<file path="config.mk">
export PLATFORM = sky130hd
export DESIGN_NAME = bank_xlat
export DESIGN_NICKNAME = d
export VERILOG_FILES = /design/src/rtl/bank_xlat_pkg.sv /design/src/rtl/bank_xlat_regset.sv /design/src/rtl/bank_xlat_path.sv /design/src/rtl/bank_xlat.sv
export SDC_FILE = /design/constraint.sdc
export NUM_CORES = 1
export LEC_CHECK = 0
export CORE_MARGIN = 2
export CORE_UTILIZATION = 59
export DETAILED_ROUTE_END_ITERATION = 6
export PLACE_DENSITY = 0.84
export SLEW_MARGIN = 10
export SYNTH_ARGS = -nofsm -noshare
export SYNTH_HDL_FRONTEND = slang
export SYNTH_HIERARCHICAL = 1
export SYNTH_SLANG_ARGS = --single-unit
</file>
<file path="constraint.sdc">
create_clock -name clk_i -period 2.7 [get_ports clk_i]
set_input_delay 0.54 -clock clk_i [delete_from_list [all_inputs] [get_ports clk_i]]
set_output_delay 0.54 -clock clk_i [all_outputs]
set_load 0.1 [all_outputs]
</file>
<file path="src/rtl/bank_xlat_pkg.sv">
package bank_xlat_pkg;
  localparam int unsigned GRP_W = 2;
  localparam int unsigned N_GRP = 1 << GRP_W;

  typedef enum logic [GRP_W-1:0] {
    GRP_DATA_BANK  = 2'd0,
    GRP_DATA_TOP   = 2'd1,
    GRP_FETCH_BANK = 2'd2,
    GRP_FETCH_TOP  = 2'd3
  } grp_e;

  function automatic int unsigned pa_width(int unsigned cpu_aw, int unsigned sel_w,
                                           int unsigned bank_w, bit wide);
    return (wide ? 2 * bank_w : bank_w) + cpu_aw - sel_w;
  endfunction

  function automatic bit grp_built(logic [GRP_W-1:0] g, bit wide, bit split);
    case (g)
      GRP_DATA_BANK:  return 1'b1;
      GRP_DATA_TOP:   return wide;
      GRP_FETCH_BANK: return split;
      default:        return wide && split;
    endcase
  endfunction
endpackage

</file>
<file path="src/rtl/bank_xlat_regset.sv">
module bank_xlat_regset #(
  parameter int unsigned N_SLOT    = 4,
  parameter int unsigned REG_W     = 16,
  parameter bit          IDENT_RST = 1'b1,
  parameter bit          BUILD     = 1'b1,
  localparam int unsigned SLOT_W   = $clog2(N_SLOT)
) (
  input  logic              clk_i,
  input  logic              rst_ni,
  input  logic              we_i,
  input  logic [SLOT_W-1:0] slot_i,
  input  logic [REG_W-1:0]  wdata_i,
  output logic [REG_W-1:0]  regs_o [N_SLOT]
);
  if (BUILD) begin : g_built
    for (genvar s = 0; s < N_SLOT; s++) begin : g_slot
      logic [REG_W-1:0] q;
      always_ff @(posedge clk_i or negedge rst_ni) begin
        if (!rst_ni)                                q <= IDENT_RST ? REG_W'(s) : '0;
        else if (we_i && slot_i == SLOT_W'(s))      q <= wdata_i;
      end
      assign regs_o[s] = q;
    end
  end else begin : g_absent
    logic unused_in;
    assign unused_in = ^{clk_i, rst_ni, we_i, slot_i, wdata_i};
    for (genvar s = 0; s < N_SLOT; s++) begin : g_slot
      assign regs_o[s] = '0;
    end
  end
endmodule

</file>
<file path="src/rtl/bank_xlat_path.sv">
module bank_xlat_path #(
  parameter int unsigned CPU_AW  = 16,
  parameter int unsigned SEL_W   = 2,
  parameter int unsigned BANK_W  = 16,
  parameter bit          WIDE_EN = 1'b1,
  localparam int unsigned N_SLOT = 1 << SEL_W,
  localparam int unsigned OFF_W  = CPU_AW - SEL_W,
  localparam int unsigned PA_W   = bank_xlat_pkg::pa_width(CPU_AW, SEL_W, BANK_W, WIDE_EN)
) (
  input  logic [CPU_AW-1:0] cpu_addr_i,
  input  logic [BANK_W-1:0] bank_i [N_SLOT],
  input  logic [BANK_W-1:0] top_i  [N_SLOT],
  output logic [PA_W-1:0]   phys_o
);
  logic [SEL_W-1:0] sel;
  logic [OFF_W-1:0] off;
  assign sel = cpu_addr_i[CPU_AW-1 -: SEL_W];
  assign off = cpu_addr_i[OFF_W-1:0];

  if (WIDE_EN) begin : g_wide
    assign phys_o = {top_i[sel], bank_i[sel], off};
  end else begin : g_narrow
    logic [BANK_W-1:0] unused_top;
    always_comb begin
      unused_top = '0;
      for (int s = 0; s < N_SLOT; s++) unused_top = unused_top ^ top_i[s];
    end
    assign phys_o = {bank_i[sel], off};
  end
endmodule

</file>
<file path="src/rtl/bank_xlat.sv">
module bank_xlat #(
  parameter int unsigned CPU_AW   = 16,
  parameter int unsigned SEL_W    = 2,
  parameter int unsigned BANK_W   = 16,
  parameter bit          WIDE_EN  = 1'b1,
  parameter bit          SPLIT_EN = 1'b1,
  localparam int unsigned IDX_W   = bank_xlat_pkg::GRP_W + SEL_W,
  localparam int unsigned PA_W    = bank_xlat_pkg::pa_width(CPU_AW, SEL_W, BANK_W, WIDE_EN)
) (
  input  logic              clk_i,
  input  logic              rst_ni,
  input  logic [CPU_AW-1:0] cpu_addr_i,
  input  logic              is_fetch_i,
  input  logic [IDX_W-1:0]  reg_idx_i,
  input  logic [BANK_W-1:0] reg_wdata_i,
  input  logic              reg_we_i,
  output logic [BANK_W-1:0] reg_rdata_o,
  output logic [PA_W-1:0]   phys_addr_o
);
  import bank_xlat_pkg::*;
  localparam int unsigned N_SLOT = 1 << SEL_W;

  logic [GRP_W-1:0]  grp;
  logic [SEL_W-1:0]  slot;
  logic [BANK_W-1:0] set_q [N_GRP][N_SLOT];
  logic [BANK_W-1:0] bank_sel [N_SLOT];
  logic [BANK_W-1:0] top_sel  [N_SLOT];
  logic              use_fetch;

  assign grp  = reg_idx_i[IDX_W-1 -: GRP_W];
  assign slot = reg_idx_i[SEL_W-1:0];

  for (genvar g = 0; g < N_GRP; g++) begin : g_set
    localparam bit IS_TOP = (g % 2) == 1;
    localparam bit BUILT  = grp_built(GRP_W'(g), WIDE_EN, SPLIT_EN);
    bank_xlat_regset #(
      .N_SLOT(N_SLOT), .REG_W(BANK_W), .IDENT_RST(!IS_TOP), .BUILD(BUILT)
    ) u_set (
      .clk_i  (clk_i),
      .rst_ni (rst_ni),
      .we_i   (reg_we_i && grp == GRP_W'(g)),
      .slot_i (slot),
      .wdata_i(reg_wdata_i),
      .regs_o (set_q[g])
    );
  end

  if (SPLIT_EN) begin : g_split
    assign use_fetch = is_fetch_i;
  end else begin : g_shared
    logic unused_fetch;
    assign unused_fetch = is_fetch_i;
    assign use_fetch    = 1'b0;
  end

  always_comb begin
    for (int s = 0; s < N_SLOT; s++) begin
      bank_sel[s] = use_fetch ? set_q[GRP_FETCH_BANK][s] : set_q[GRP_DATA_BANK][s];
      top_sel[s]  = use_fetch ? set_q[GRP_FETCH_TOP][s]  : set_q[GRP_DATA_TOP][s];
    end
  end

  bank_xlat_path #(
    .CPU_AW(CPU_AW), .SEL_W(SEL_W), .BANK_W(BANK_W), .WIDE_EN(WIDE_EN)
  ) u_path (
    .cpu_addr_i(cpu_addr_i),
    .bank_i    (bank_sel),
    .top_i     (top_sel),
    .phys_o    (phys_addr_o)
  );

  assign reg_rdata_o = set_q[grp][slot];
endmodule

</file>
==> summary.txt <==
Run status
  – Status: finished clean

Floorplanning
  – FP Rows: 56
  – Die X: 158.8 µm
  – Starting Density: 0.6027
  – Die Ht: between 150 and 200 µm
  – I/O pin count: 102
  – Die area: 25230 µm²
  – Core Area: 23470 µm²

Clock tree
  – Clk pin slew, worst setup/hold paths: around 0.060 ns
  – Root Driver: clkbuf_16
  – TritonCTS clock tree: yes
  – Max H-tree Level: 1
  – Worst skew pair latency: ~0.54 ns
  – CTS buffer count: 28
  – Bufs on Longest Clock Path: 3
  – Sink Count: 256

STA
  – Final Slew Violations: 0
  – Endpoints failing setup: 0
  – Slew HR: 0.6075
  – Period utilisation layout: 0.9897
  – Skew final: 0 ns
  – Post-layout min period: 2.672 ns
  – Peak Freq: 0.3742 GHz
  – Worst Tran Pin Value: slightly below 0.6 ns
  – Setup TNS: 0 ns
  – Final Hold Viols: 0

Global routing
  – Largest net degree at the start of global routing: 70
  – GR Overflow Total: 0
  – Vias in the first global route: between 9000 and 10000
  – Global-route wire length before repair: 56920 µm
  – Initial antenna violation count: 0
  – Total GRT Usage: 0.2916

Flow run
  – Max cap viols: 0

Critical path
  – Type of origin of the critical path: primary input
  – CP Max Fanout: 20
  – Crit path arrival time: 2.13 ns
  – R2R cell count: 1
  – Critical path required time: 2.16 ns
  – Endpoint class of the critical path: output port
  – CP Class: in2out

Logic synthesis
  – Synthesized flop and latch total: 256
  – Ys async rst share: 1.000
  – Syn Inst Count: roughly 880
  – Compound-gate portion of the synthesized area: 0.01698
  – Syn Area/Cell: 16.02 µm²
  – Number of flops mapped to enable cells by yosys: 0
  – Mux contribution to synthesized area: 0.4644
  – Count of different cell masters after synthesis: 25
  – XOR/XNOR Fraction of Synth Area: 0
  – Top cells by area, synth: dfrtp_1 44%, mux2_2 31%, mux4_2 12%, mux4_1 4.1%, a22oi_1 1.7%
  – Area share of the largest cell type after synthesis: 0.4387
  – Most common cell in the synthesized netlist: mux2_2
  – Area leader, netlist: dfrtp_1
  – Register area share after synthesis: 0.4536
  – Main synth FF type: dfrtp_1
  – Post-synthesis adder-cell area fraction: 0
  – YS warnings: 6
  – Post-synthesis simple-gate area fraction: 0.02247
  – Main combinational cell family by area after synthesis: multiplexers
  – Net count after synthesis: 923
  – Post-Syn Area: 14150 µm²
  – Synth cell count leaders: 384 x mux2_2, 248 x dfrtp_1, 74 x mux4_2

Finish
  – Largest registers: g_set.u_set/g_built.g_slot.q: 256 flops
  – Non-filler cells, final: 1340
  – Ant. Diodes: 0
  – Max reg flops: 256
  – Fillers: approximately 1400
  – Multi-input gate area: 7147 µm²
  – Area growth syn-to-layout: 20.61%
  – Biggest register: g_set.u_set/g_built.g_slot.q
  – Sequential Area: 6416 µm²
  – Final Cell Area: 17060 µm²
  – Fin nets: between 1000 and 1500
  – Ratio of cells with drive above 1 in the final layout: 0.6660

Pwr
  – Pwr dens: slightly below 900 nW/µm²
  – Worst vdd ir: 0.8626 mV
  – Leakage: 7.354 nW

Detailed routing
  – DRC: 0
  – WL/cell: 27.08 µm
  – Pre-antenna DRT Iters: 4
  – DRT antenna net count: 0
  – Drt total wl: about 36000 µm
  – Post-DR vias/cell: 6.556
  – Via Count: 8785
  – 1st-iter DRT viols: 668

Placement
  – Final GP Congestion: 0.8202
  – Port-buffer cells: between 70 and 80
  – Placed Area: 15910 µm²
  – HPWL Detailed: about 23000 µm
  – Inst Count DP: 1279

Worst hold path
  – Hold Crit Depth: 1
  – Min-delay worst type: reg2reg
-- routing by layer --
metal / wire, µm / track usage / up-vias / part of all wire
li1: - / - / 3683 / -
met1: 14930 / 0.3901 / 4697 / 0.41
met2: 18130 / 0.4901 / 311 / 0.50
met3: 1808 / 0.04127 / 94 / 0.050
met4: 1413 / 0.1072 / 0 / 0.039
met5: 0 / 0 / - / 0
-- worst paths after layout --
| check | from | endpoint | slack, ns |
|---|---|---|---|
| worst min-delay path | g_set[1].u_set/g_built.g_slot[3].q[13]$_DFFE_PN0P_ | g_set[1].u_set/g_built.g_slot[3].q[13]$_DFFE_PN0P_ | 0.53 |
| worst max register to register | g_set[0].u_set/g_built.g_slot[1].q[1]$_DFFE_PN0P_ | g_set[0].u_set/g_built.g_slot[1].q[1]$_DFFE_PN0P_ | 1.87 |
| worst max-delay path | reg_idx_i[2] | reg_rdata_o[8] | 0.03 |
| worst min register to register | g_set[1].u_set/g_built.g_slot[3].q[13]$_DFFE_PN0P_ | g_set[1].u_set/g_built.g_slot[3].q[13]$_DFFE_PN0P_ | 0.53 |
| min in group asynchronous | rst_ni | g_set[1].u_set/g_built.g_slot[3].q[1]$_DFFE_PN0P_ | 0.54 |
| max in group asynchronous | rst_ni | g_set[0].u_set/g_built.g_slot[2].q[1]$_DFFE_PN1P_ | 1.30 |
-- final cells by class --
cell class,count,area share
sequential,256,0.3761
clock inverter,15,0.01415
clock buffer,37,0.04840
timing repair buffer,160,0.1191
multi-input combinational,553,0.4189
tap,319,0.02339
-- cells by family after synthesis --
| logic type | after synthesis |
|---|---|
| buffers and inverters | 74 |
| multiplexers | 480 |
| AO/OA/AOI/OAI | 32 |
| flip-flops | 256 |
| AND/OR/NAND/NOR | 41 |
-- through the flow --
stage               utilization  hold slack [ns]  total power [mW]  worst slack (ns)
CTS                      0.7238           0.5271             15.17        0.00003109
floorplan                     -           0.2444             9.063           0.07849
finish                   0.7269           0.5250             15.15           0.02787
global route             0.7269           0.5437             15.65          -0.01617
global placement         0.6776           0.5011             10.62          -0.01725
detailed placement       0.6776           0.5106             10.80          -0.02489
-- worst max-delay path, stage by stage --
cell	delay, ns
buf_4	0.14
buf_12	0.17
buf_4	0.31
mux4_2	0.38
a22oi_1	0.23
nand2_1	0.14
buf_12	0.19
-- power breakdown --
part | total (mW) | leakage (nW) | switching, mW | internal [mW]
Combinational | 5.37 | 3.72 | 2.76 | 2.60
Clock | 4.32 | 0.511 | 1.60 | 2.72
Sequential | 5.46 | 3.13 | 0.704 | 4.76
Total | 15.1 | 7.35 | 5.06 | 10.1
-- repair_timing --
| action | in CTS | in global routing |
|---|---|---|
| hold buffers | 1 | 0 |
| pin swaps | 0 | 1 |
| endpoints found under the hold margin | 56 | 0 |
| setup buffers | 0 | 8 |
| gates resized for setup | 2 | 3 |
| setup endpoints to repair | 6 | 13 |
-- cells in the final DEF (no fill, tap or decap), types with 8 or more instances in the layout --
cell,n
clkbuf_16,29
dfrtp_1,248
clkdlybuf4s50_1,18
mux4_2,75
nand3b_2,8
dfstp_2,8
mux4_1,21
a22oi_1,30
buf_12,62
nand2_1,17
buf_4,75
mux2_2,384
No activity file was read; power rests on OpenSTA's default activity.
